[src/rtl/dpv_pkg.sv]
package dpv_pkg;
  localparam logic [1:0] PWR_OFF = 2'd0;
  localparam logic [1:0] PWR_ON  = 2'd3;

  // strobes from the sequencer control to the datapath
  typedef struct packed {
    logic cntClr;
    logic stepUp;
    logic stepDown;
  } seqStrobe_t;
endpackage

[src/rtl/dpv_regs.sv]
module dpv_regs (
  input  logic       clk,
  input  logic       rstN,
  input  logic       ctrlWr,
  input  logic [1:0] ctrlWrData,
  input  logic       irqWr,
  input  logic [1:0] irqWrData,
  input  logic       frameStart,
  output logic [1:0] ctrlQ,
  output logic       irqEnQ,
  output logic       retraceQ
);
  logic clearReq;
  assign clearReq = irqWr && !irqWrData[0];

  always_ff @(posedge clk or negedge rstN) begin
    if (!rstN) begin
      ctrlQ    <= 2'b00;
      irqEnQ   <= 1'b0;
      retraceQ <= 1'b0;
    end else begin
      if (ctrlWr) ctrlQ <= ctrlWrData;
      if (irqWr) irqEnQ <= irqWrData[1];
      // a retrace event wins over a simultaneous clear
      retraceQ <= frameStart || (retraceQ && !clearReq);
    end
  end

  p_frame_sets_r7: assert property (@(posedge clk) disable iff (!rstN)
    frameStart |=> retraceQ);
  p_sticky_hold_r8: assert property (@(posedge clk) disable iff (!rstN)
    (retraceQ && !(irqWr && !irqWrData[0])) |=> retraceQ);
  p_zero_disables_r10: assert property (@(posedge clk) disable iff (!rstN)
    (irqWr && irqWrData == 2'b00) |=> !irqEnQ);
endmodule

[src/rtl/dpv_seq_ctl.sv]
module dpv_seq_ctl
  import dpv_pkg::*;
#(
  parameter int DLY_W = 8
) (
  input  logic             clk,
  input  logic             rstN,
  input  logic [1:0]       ctrlQ,
  input  logic [1:0]       pwrState,
  input  logic [DLY_W-1:0] waitCnt,
  input  logic [DLY_W-1:0] stepDelay,
  output seqStrobe_t       strb
);
  logic [1:0] target;
  logic [1:0] prevTarget;
  logic       atTarget;
  logic       retarget;
  logic       expire;

  assign target   = (ctrlQ == 2'b11) ? PWR_ON : PWR_OFF;
  assign atTarget = (pwrState == target);
  assign retarget = (target != prevTarget);
  assign expire   = (waitCnt == stepDelay);

  always_ff @(posedge clk or negedge rstN) begin
    if (!rstN) prevTarget <= PWR_OFF;
    else       prevTarget <= target;
  end

  always_comb begin
    strb.cntClr   = atTarget || retarget || expire;
    strb.stepUp   = !atTarget && !retarget && expire && (target > pwrState);
    strb.stepDown = !atTarget && !retarget && expire && (target < pwrState);
  end

  p_hold_at_target_r4: assert property (@(posedge clk) disable iff (!rstN)
    (pwrState == target) |=> (pwrState == $past(pwrState)));
  p_no_rise_unless_on_r3: assert property (@(posedge clk) disable iff (!rstN)
    (ctrlQ != 2'b11) |=> (pwrState <= $past(pwrState)));
endmodule

[src/rtl/dpv_datapath.sv]
module dpv_datapath
  import dpv_pkg::*;
#(
  parameter int DLY_W = 8
) (
  input  logic             clk,
  input  logic             rstN,
  input  seqStrobe_t       strb,
  output logic [DLY_W-1:0] waitCnt,
  output logic [1:0]       pwrState
);
  always_ff @(posedge clk or negedge rstN) begin
    if (!rstN) begin
      waitCnt  <= '0;
      pwrState <= PWR_OFF;
    end else begin
      if (strb.cntClr) waitCnt <= '0;
      else             waitCnt <= waitCnt + 1'b1;
      if (strb.stepUp)        pwrState <= pwrState + 2'd1;
      else if (strb.stepDown) pwrState <= pwrState - 2'd1;
    end
  end

  p_one_strobe_r4: assert property (@(posedge clk) disable iff (!rstN)
    $onehot0({strb.stepUp, strb.stepDown}));
  p_single_step_r4: assert property (@(posedge clk) disable iff (!rstN)
    (pwrState != $past(pwrState)) |->
      (({1'b0, $past(pwrState)} + 3'd1 == {1'b0, pwrState}) ||
       ({1'b0, pwrState} + 3'd1 == {1'b0, $past(pwrState)})));
endmodule

[src/rtl/disp_pwr_vsync.sv]
module disp_pwr_vsync
  import dpv_pkg::*;
#(
  parameter int DLY_W = 8
) (
  input  logic             clk,
  input  logic             rstN,
  input  logic             ctrlWr,
  input  logic [1:0]       ctrlWrData,
  input  logic             irqWr,
  input  logic [1:0]       irqWrData,
  input  logic [DLY_W-1:0] stepDelay,
  input  logic             frameStart,
  output logic [1:0]       ctrlQ,
  output logic             irqEnQ,
  output logic             retraceQ,
  output logic [1:0]       pwrState,
  output logic             irqOut
);
  seqStrobe_t       strb;
  logic [DLY_W-1:0] waitCnt;

  dpv_regs u_regs (
    .clk(clk), .rstN(rstN),
    .ctrlWr(ctrlWr), .ctrlWrData(ctrlWrData),
    .irqWr(irqWr), .irqWrData(irqWrData),
    .frameStart(frameStart),
    .ctrlQ(ctrlQ), .irqEnQ(irqEnQ), .retraceQ(retraceQ)
  );

  dpv_seq_ctl #(.DLY_W(DLY_W)) u_ctl (
    .clk(clk), .rstN(rstN), .ctrlQ(ctrlQ), .pwrState(pwrState),
    .waitCnt(waitCnt), .stepDelay(stepDelay), .strb(strb)
  );

  dpv_datapath #(.DLY_W(DLY_W)) u_dp (
    .clk(clk), .rstN(rstN), .strb(strb),
    .waitCnt(waitCnt), .pwrState(pwrState)
  );

  // interrupt gated by its enable
  assign irqOut = irqEnQ && retraceQ;
endmodule

[config.mk]
export PLATFORM = sky130hd
export DESIGN_NAME = disp_pwr_vsync
export DESIGN_NICKNAME = d
export VERILOG_FILES = /design/src/rtl/dpv_pkg.sv /design/src/rtl/dpv_regs.sv /design/src/rtl/dpv_seq_ctl.sv /design/src/rtl/dpv_datapath.sv /design/src/rtl/disp_pwr_vsync.sv
export SDC_FILE = /design/constraint.sdc
export NUM_CORES = 1
export LEC_CHECK = 0
export BUFFER_PORTS_ARGS = -buffer_cell sky130_fd_sc_hd__buf_2
export CAP_MARGIN = 20
export CORE_MARGIN = 5
export CORE_UTILIZATION = 43
export DETAILED_ROUTE_END_ITERATION = 8
export PLACE_DENSITY = 0.69
export SETUP_SLACK_MARGIN = 0.4
export SLEW_MARGIN = 25
export SYNTH_ARGS = -nofsm -noshare
export SYNTH_HDL_FRONTEND = slang
export SYNTH_SLANG_ARGS = --single-unit
[constraint.sdc]
create_clock -name clk -period 2.6 [get_ports clk]
set_input_delay 0.13 -clock clk [delete_from_list [all_inputs] [get_ports clk]]
set_output_delay 0.13 -clock clk [all_outputs]
set_load 0.02 [all_outputs]
==> out/metrics.cfg, run 1 <==
[critical_path]
path_cells=xor2_1 -> nor4_1 -> nand2_1 -> nand3_1 -> nor2_1
setup.worst_path.start=u_dp.waitCnt[4]
path_class=flip-flop to flip-flop
cp_slowest_stage_delay_ps=420
regToRegStartpoint=u_dp.waitCnt[4]
worstSetupStartpointType=flip-flop
rr_endpoint=u_dp.waitCnt[5]
path_max_fanout=8
reg2reg_depth=5
worstPathRequired_ps=2760
worstPathArrival_ps=1670
crit_path_end_kind=flip-flop
slowest_stage=dfrtp_1
rrSetupSlack_ps=1090

[power_and_ir_drop]
power.leakage_nw=0.5007
power_density_nw_per_um2=668.4
ir_drop_mv=0.3731

[synth]
synth_async_sr_flop_share=1.000
synth_commonest_cells=dfrtp_1, xor2_1, nor2_1, nand3_1, inv_1
ys_ff_latch=15
syn_area_um2=763.2
syn_inst=72
yosysWarnings=0
ys_seq_area_frac=0.4918
yosysMostFrequentCell=dfrtp_1
yosysTopAreaCell=dfrtp_1
avgSynthCellArea_um2=10.60
synth_top_area_frac=0.4918
syn_nets=92
synth_edf_count=0
ys_types=17
synthTopCellsByArea=dfrtp_1, xor2_1, ha_1, xnor2_1, nor2_1
ys.flop_type=dfrtp_1

[clock_tree]
htree_levels=1
cts.clk_slew.worst_paths_ps=100
numCtsBuffers=3
cts_root_buf=clkbuf_4
clock-sinks=15
clk_latency_ps=280
tritoncts=yes
cts_max_path_buffers=2

[sta]
tns_ps=0
fmax_ghz=0.6622
setup_violations=0
fin_crit_sh=0.5808
slew-limit-headroom=0.7787
timing.final.ws_setup_ps=1090
period_needed_ps=1510
finalHoldViolCount=0
skew_ps=7.793
rsz0062_at_grt=false
slew_viol_final=0
worstMarginPinSlew_ps=331.9

[drt]
ant_nets=0
first_pass_iters=2
routedWlPerCell_um=11.15
drc=0
drt_iter0_markers=2
wirelength_um=1405
viasPerCell=4.563
vias=575

[finish]
nets=122
n_antenna_cell=0
nFillCells=147
regArea_um2=375.4
drive_above_1_share=0.3168
area_growth_pct=25.74
instances_no_fill=126
multiInputGateArea_um2=369.1

[floorplan]
die_area_um2=2718
std_cell_rows=15
dieHeight_um=52.13
pin_count=24
initial_utilization=0.4469
die-width_um=52.13
core_area_um2=1708

[place]
post-place-cells=120
port-buffer-count=23
place.detailed.hpwl_um=1151
routabilityCongestion=0.8035
pre_cts_ws_ps=1098

[run]
maxCapViolations=0

[worst_hold_path]
worstHoldStart=ctrlWrData[0]
min_to=u_regs.ctrlQ[0]
hp-class=input port to flip-flop
holdPathStages=2

[global_route]
grt_usage=0.1164
grt_pass1_vias=558
antenna_found_initial=0
grt_pass1_wl_um=2290
grt_max_degree=16
overflow=0

[outcome]
status=completed

## cells in the final DEF (no fill, tap or decap), drive strengths merged
master and count:
buf 23, dfrtp 15, xor2 14, nor2 9, nand3 6, inv 5
nand2 4, xnor2 4, mux2 3, ha 3, clkbuf 3, nor4 2
dlygate4sd3 2, and3 2, and2 1, nand2b 1, a21o 1, a21oi 1
nor3 1, clkinvlp 1
## kinds of logic (layout without fill, tap and decap cells)
logic type | count (synthesis) | after routing | share of synthesized area
flops | 15 | 15 | 0.4918
buf+inv | 5 | 34 | 0.02459
mux | 3 | 3 | 0.04426
fa+ha+maj | 3 | 3 | 0.04919
simple gates | 26 | 26 | 0.1672
compound gates | 2 | 2 | 0.01639
xor+xnor | 18 | 18 | 0.2066
## routing by layer
| layer | vias to the layer above | GRT usage | share of wire |
|---|---|---|---|
| met5 | - | 0 | 0 |
| met4 | 0 | 0.01702 | 0 |
| met3 | 0 | 0.06304 | 0.067 |
| met2 | 17 | 0.1967 | 0.52 |
| met1 | 267 | 0.1318 | 0.41 |
| li1 | 291 | - | - |
## where the power goes
part / total, W / leakage [nW] / switching, W / internal, W
clock: 0.000136 / 0.0139 / 0.0000773 / 0.0000584
sequential: 0.000311 / 0.190 / 0.0000432 / 0.000268
combinational: 0.000194 / 0.297 / 0.000110 / 0.0000837
total: 0.000641 / 0.501 / 0.000231 / 0.000410
## worst max-delay path: cells and delay by family, from the launching register on
kind,cells,cell delay (ps)
and+or+nand+nor,4,810
xor gates and xnor gates,1,160
DFF,1,420
## sequential cells by signal, indices dropped and copies added (netlist names)
| name | count |
|---|---|
| u_dp.waitCnt | 8 |
| u_dp.pwrState | 2 |
| u_regs.ctrlQ | 2 |
| u_ctl.prevTarget | 1 |
| u_regs.irqEnQ | 1 |
| u_regs.retraceQ | 1 |
## worst max path at each step
stage / to / slack (ps) / depth (start not counted)
after floorplan: u_dp.pwrState[1] / 1110 / 7
after global placement: u_dp.waitCnt[5] / 1130 / 5
after detailed placement: u_dp.waitCnt[5] / 1100 / 5
after CTS: u_dp.waitCnt[5] / 1080 / 5
after global routing: u_dp.waitCnt[4] / 910 / 5
final: u_dp.waitCnt[5] / 1090 / 5
## layout make-up
class / count / area share
well taps: 25 / 0.03259
multi-input cells: 52 / 0.3846
repair buffers: 25 / 0.1408
clock buffers: 3 / 0.02347
clock inverters: 1 / 0.007823
inverters: 5 / 0.01956
flip-flops and latches: 15 / 0.3911
## metrics by stage
stage | hold slack (ps) | total power (W) | instance area (um^2) | util
after CTS | 56.88 | 0.0006527 | 959.7 | 0.5619
final | 68.88 | 0.0006414 | 959.7 | 0.5619
after global placement | 52.33 | 0.0005047 | 909.6 | 0.5326
after floorplan | -165.6 | 0.0004452 | 763.2 | -
after global routing | 56.47 | 0.0006885 | 959.7 | 0.5619
after detailed placement | 51.47 | 0.0005116 | 909.6 | 0.5326
## what timing repair did
item,4_1_cts,5_1_grt
hold endpoints to repair,16,0
gates resized for setup,0,0
hold buffers,2,0
buffers inserted,0,0
No activity file was read; power rests on OpenSTA's default activity.
==> inputs of run 2 (changes only) <==
==> constraint.sdc (replaced) <==
create_clock -name clk -period 1.6 [get_ports clk]
set_input_delay 0.08 -clock clk [delete_from_list [all_inputs] [get_ports clk]]
set_output_delay 0.08 -clock clk [all_outputs]
set_load 0.02 [all_outputs]
==> out/metrics.cfg, run 2 (synthesis gave the netlist of run 1 again) <==
[outcome]
status=completed  ; unchanged

[critical_path]
crit_path_end_kind=flip-flop  ; unchanged
worstPathArrival_ps=1570  ; was 1670 ps
worstPathRequired_ps=1770  ; was 2760 ps
path_class=flip-flop to flip-flop  ; unchanged
regToRegStartpoint=u_regs.ctrlQ[1]  ; was u_dp.waitCnt[4]
slowest_stage=dfrtp_2  ; was dfrtp_1
cp_slowest_stage_delay_ps=420  ; about the same
worstSetupStartpointType=flip-flop  ; unchanged
crit_top_cell=xnor2_1
reg2reg_depth=7  ; was 5
path_max_fanout=3  ; was 8
path_cells=nand2_2 -> inv_2 -> ha_4 -> a21oi_2 -> xnor2_1 -> nor3_2 -> xnor2_1  ; was xor2_1 -> nor4_1 -> nand2_1 -> nand3_1 -> nor2_1
rrSetupSlack_ps=200  ; was 1090 ps
setup.worst_path.start=u_regs.ctrlQ[1]  ; was u_dp.waitCnt[4]

[finish]
n_antenna_cell=0  ; unchanged
mostFrequentLayoutCell=buf_2  ; unchanged
layout_common_cells=buf_2, xor2_1, dfrtp_1  ; was buf_2, dfrtp_1, xor2_1
nets=126  ; was 122
largest_registers=u_dp.waitCnt (8), u_dp.pwrState (2), u_regs.ctrlQ (2)  ; unchanged
largest_register=u_dp.waitCnt  ; unchanged
largest_register_ffs=8  ; unchanged
drive_above_1_share=0.4000  ; was 0.3168
area_growth_pct=32.62  ; was 25.74%

[sta]
skew_ps=1.423  ; was 7.793 ps
fin_crit_sh=0.8755  ; was 0.5808
timing.final.ws_setup_ps=199.2  ; was 1090 ps
slew-limit-headroom=0.7839  ; was 0.7787
slew_viol_final=0  ; unchanged
finalHoldViolCount=0  ; unchanged
worstMarginPinSlew_ps=324.2  ; was 331.9 ps
rsz0062_at_grt=true  ; was false
tns_ps=0  ; unchanged
fmax_ghz=0.7139  ; was 0.6622 GHz
period_needed_ps=1401  ; was 1510 ps
setup_violations=0  ; unchanged

[floorplan]
dieHeight_um=52.13  ; unchanged
pin_count=24  ; unchanged
initial_utilization=0.4469  ; unchanged
std_cell_rows=15  ; unchanged
die-width_um=52.13  ; unchanged
die_area_um2=2718  ; unchanged
core_area_um2=1708  ; unchanged

[clock_tree]
htree_levels=1  ; unchanged
cts.clk_slew.worst_paths_ps=80  ; was 100 ps
clock-sinks=15  ; unchanged
cts_root_buf=clkbuf_4  ; unchanged
clk_latency_ps=280  ; about the same
numCtsBuffers=3  ; unchanged
cts_max_path_buffers=2  ; unchanged
post_cts_resized=0  ; unchanged
tritoncts=yes  ; unchanged

[run]
maxCapViolations=0  ; unchanged

[global_route]
grt_usage=0.1300  ; was 0.1164
overflow=0  ; unchanged
grt_pass1_wl_um=2539  ; was 2290 um
grt_max_degree=16  ; unchanged
antenna_found_initial=0  ; unchanged
grt_pass1_vias=607  ; was 558

[power_and_ir_drop]
power_density_nw_per_um2=1089  ; was 668.4 nW/um^2
power_frac_seq=0.448  ; was 0.486
switching_power_w=0.0003874  ; was 0.0002309 W
power.leakage_nw=0.5173  ; was 0.5007 nW
ir_drop_mv=0.6039  ; was 0.3731 mV
sw_frac_of_total=0.3515  ; was 0.3600
combPwrFrac=0.360  ; was 0.303
power.share.clock=0.193  ; was 0.212
p_int_w=0.0007147  ; was 0.0004105 W

[drt]
drc=0  ; unchanged
routedWlPerCell_um=11.35  ; was 11.15 um
viasPerCell=4.477  ; was 4.563
drt_iter0_markers=5  ; was 2
wirelength_um=1475  ; was 1405 um
first_pass_iters=2  ; unchanged
ant_nets=0  ; unchanged
vias=582  ; was 575

[worst_hold_path]
holdPathStages=2  ; unchanged
worstHoldStart=ctrlWrData[1]  ; was ctrlWrData[0]
hp-class=input port to flip-flop  ; unchanged

[place]
pre_cts_ws_ps=172.2  ; was 1098 ps
routabilityCongestion=0.8010  ; was 0.8035
place.detailed.hpwl_um=1137  ; was 1151 um
port-buffer-count=23  ; unchanged

## run 2: layer usage
metal	global-route usage	routed length [um]
met1	0.1685	715
met2	0.1987	614
met3	0.03438	108
met4	0.06383	36
met5	0	0
## run 2: final cells by class
| cell class | count | area, um^2 |
|---|---|---|
| fillers | 166 | 695.7 |
| multi-input cells | 52 | 392.9 |
| flip-flops and latches | 15 | 377.9 |
| repair buffers | 29 | 165.2 |
| well taps | 25 | 31.28 |
| clock buffers | 4 | 26.28 |
| inverters | 5 | 18.77 |
## run 2: power by group through the flow
| stage | Sequential (W) | Combinational [W] | Clock (W) |
|---|---|---|---|
| final | 0.000493 | 0.000396 | 0.000213 |
| after global routing | 0.000505 | 0.000446 | 0.000242 |
| after CTS | 0.000493 | 0.000403 | 0.000230 |
| after detailed placement | 0.000517 | 0.000349 | 0 |
| after global placement | 0.000514 | 0.000339 | 0 |
| after floorplan | 0.000534 | 0.000220 | 0 |
## run 2: worst max-delay path, delay by kind of cell (launching register included)
kind	cells	cell delay, ps
compound gates	1	60
buf+inv	1	60
fa+ha+maj	1	270
flops	1	420
xor+xnor	2	320
simple gates	2	160
## run 2: what timing repair did
action | CTS | global route
setup endpoints to repair | 10 | 10
pin swaps | 3 | 1
hold endpoints to repair | 16 | 0
buffers inserted | 4 | 0
hold buffers | 2 | 0
## run 2: final timing paths
check,end
max in group asynchronous,u_regs.ctrlQ[0]
max,u_dp.pwrState[1]
min,u_regs.ctrlQ[1]
min reg2reg,u_regs.retraceQ
min in group asynchronous,u_dp.pwrState[0]
max reg2reg,u_dp.pwrState[1]
## run 2: stage by stage
step / instance area [um^2] / hold WS (ps) / cells / utilization / total power [W]
finish: 1012 / 22.81 / 130 / 0.5927 / 0.001102
global route: 1012 / 9.734 / 130 / 0.5927 / 0.001192
CTS: 1012 / 7.639 / 130 / 0.5927 / 0.001126
detailed placement: 935.9 / -0.3698 / 120 / 0.5480 / 0.0008655
global placement: 935.9 / 4.885 / 120 / 0.5480 / 0.0008525
floorplan: 789.5 / -215.6 / 72 / - / 0.0007534
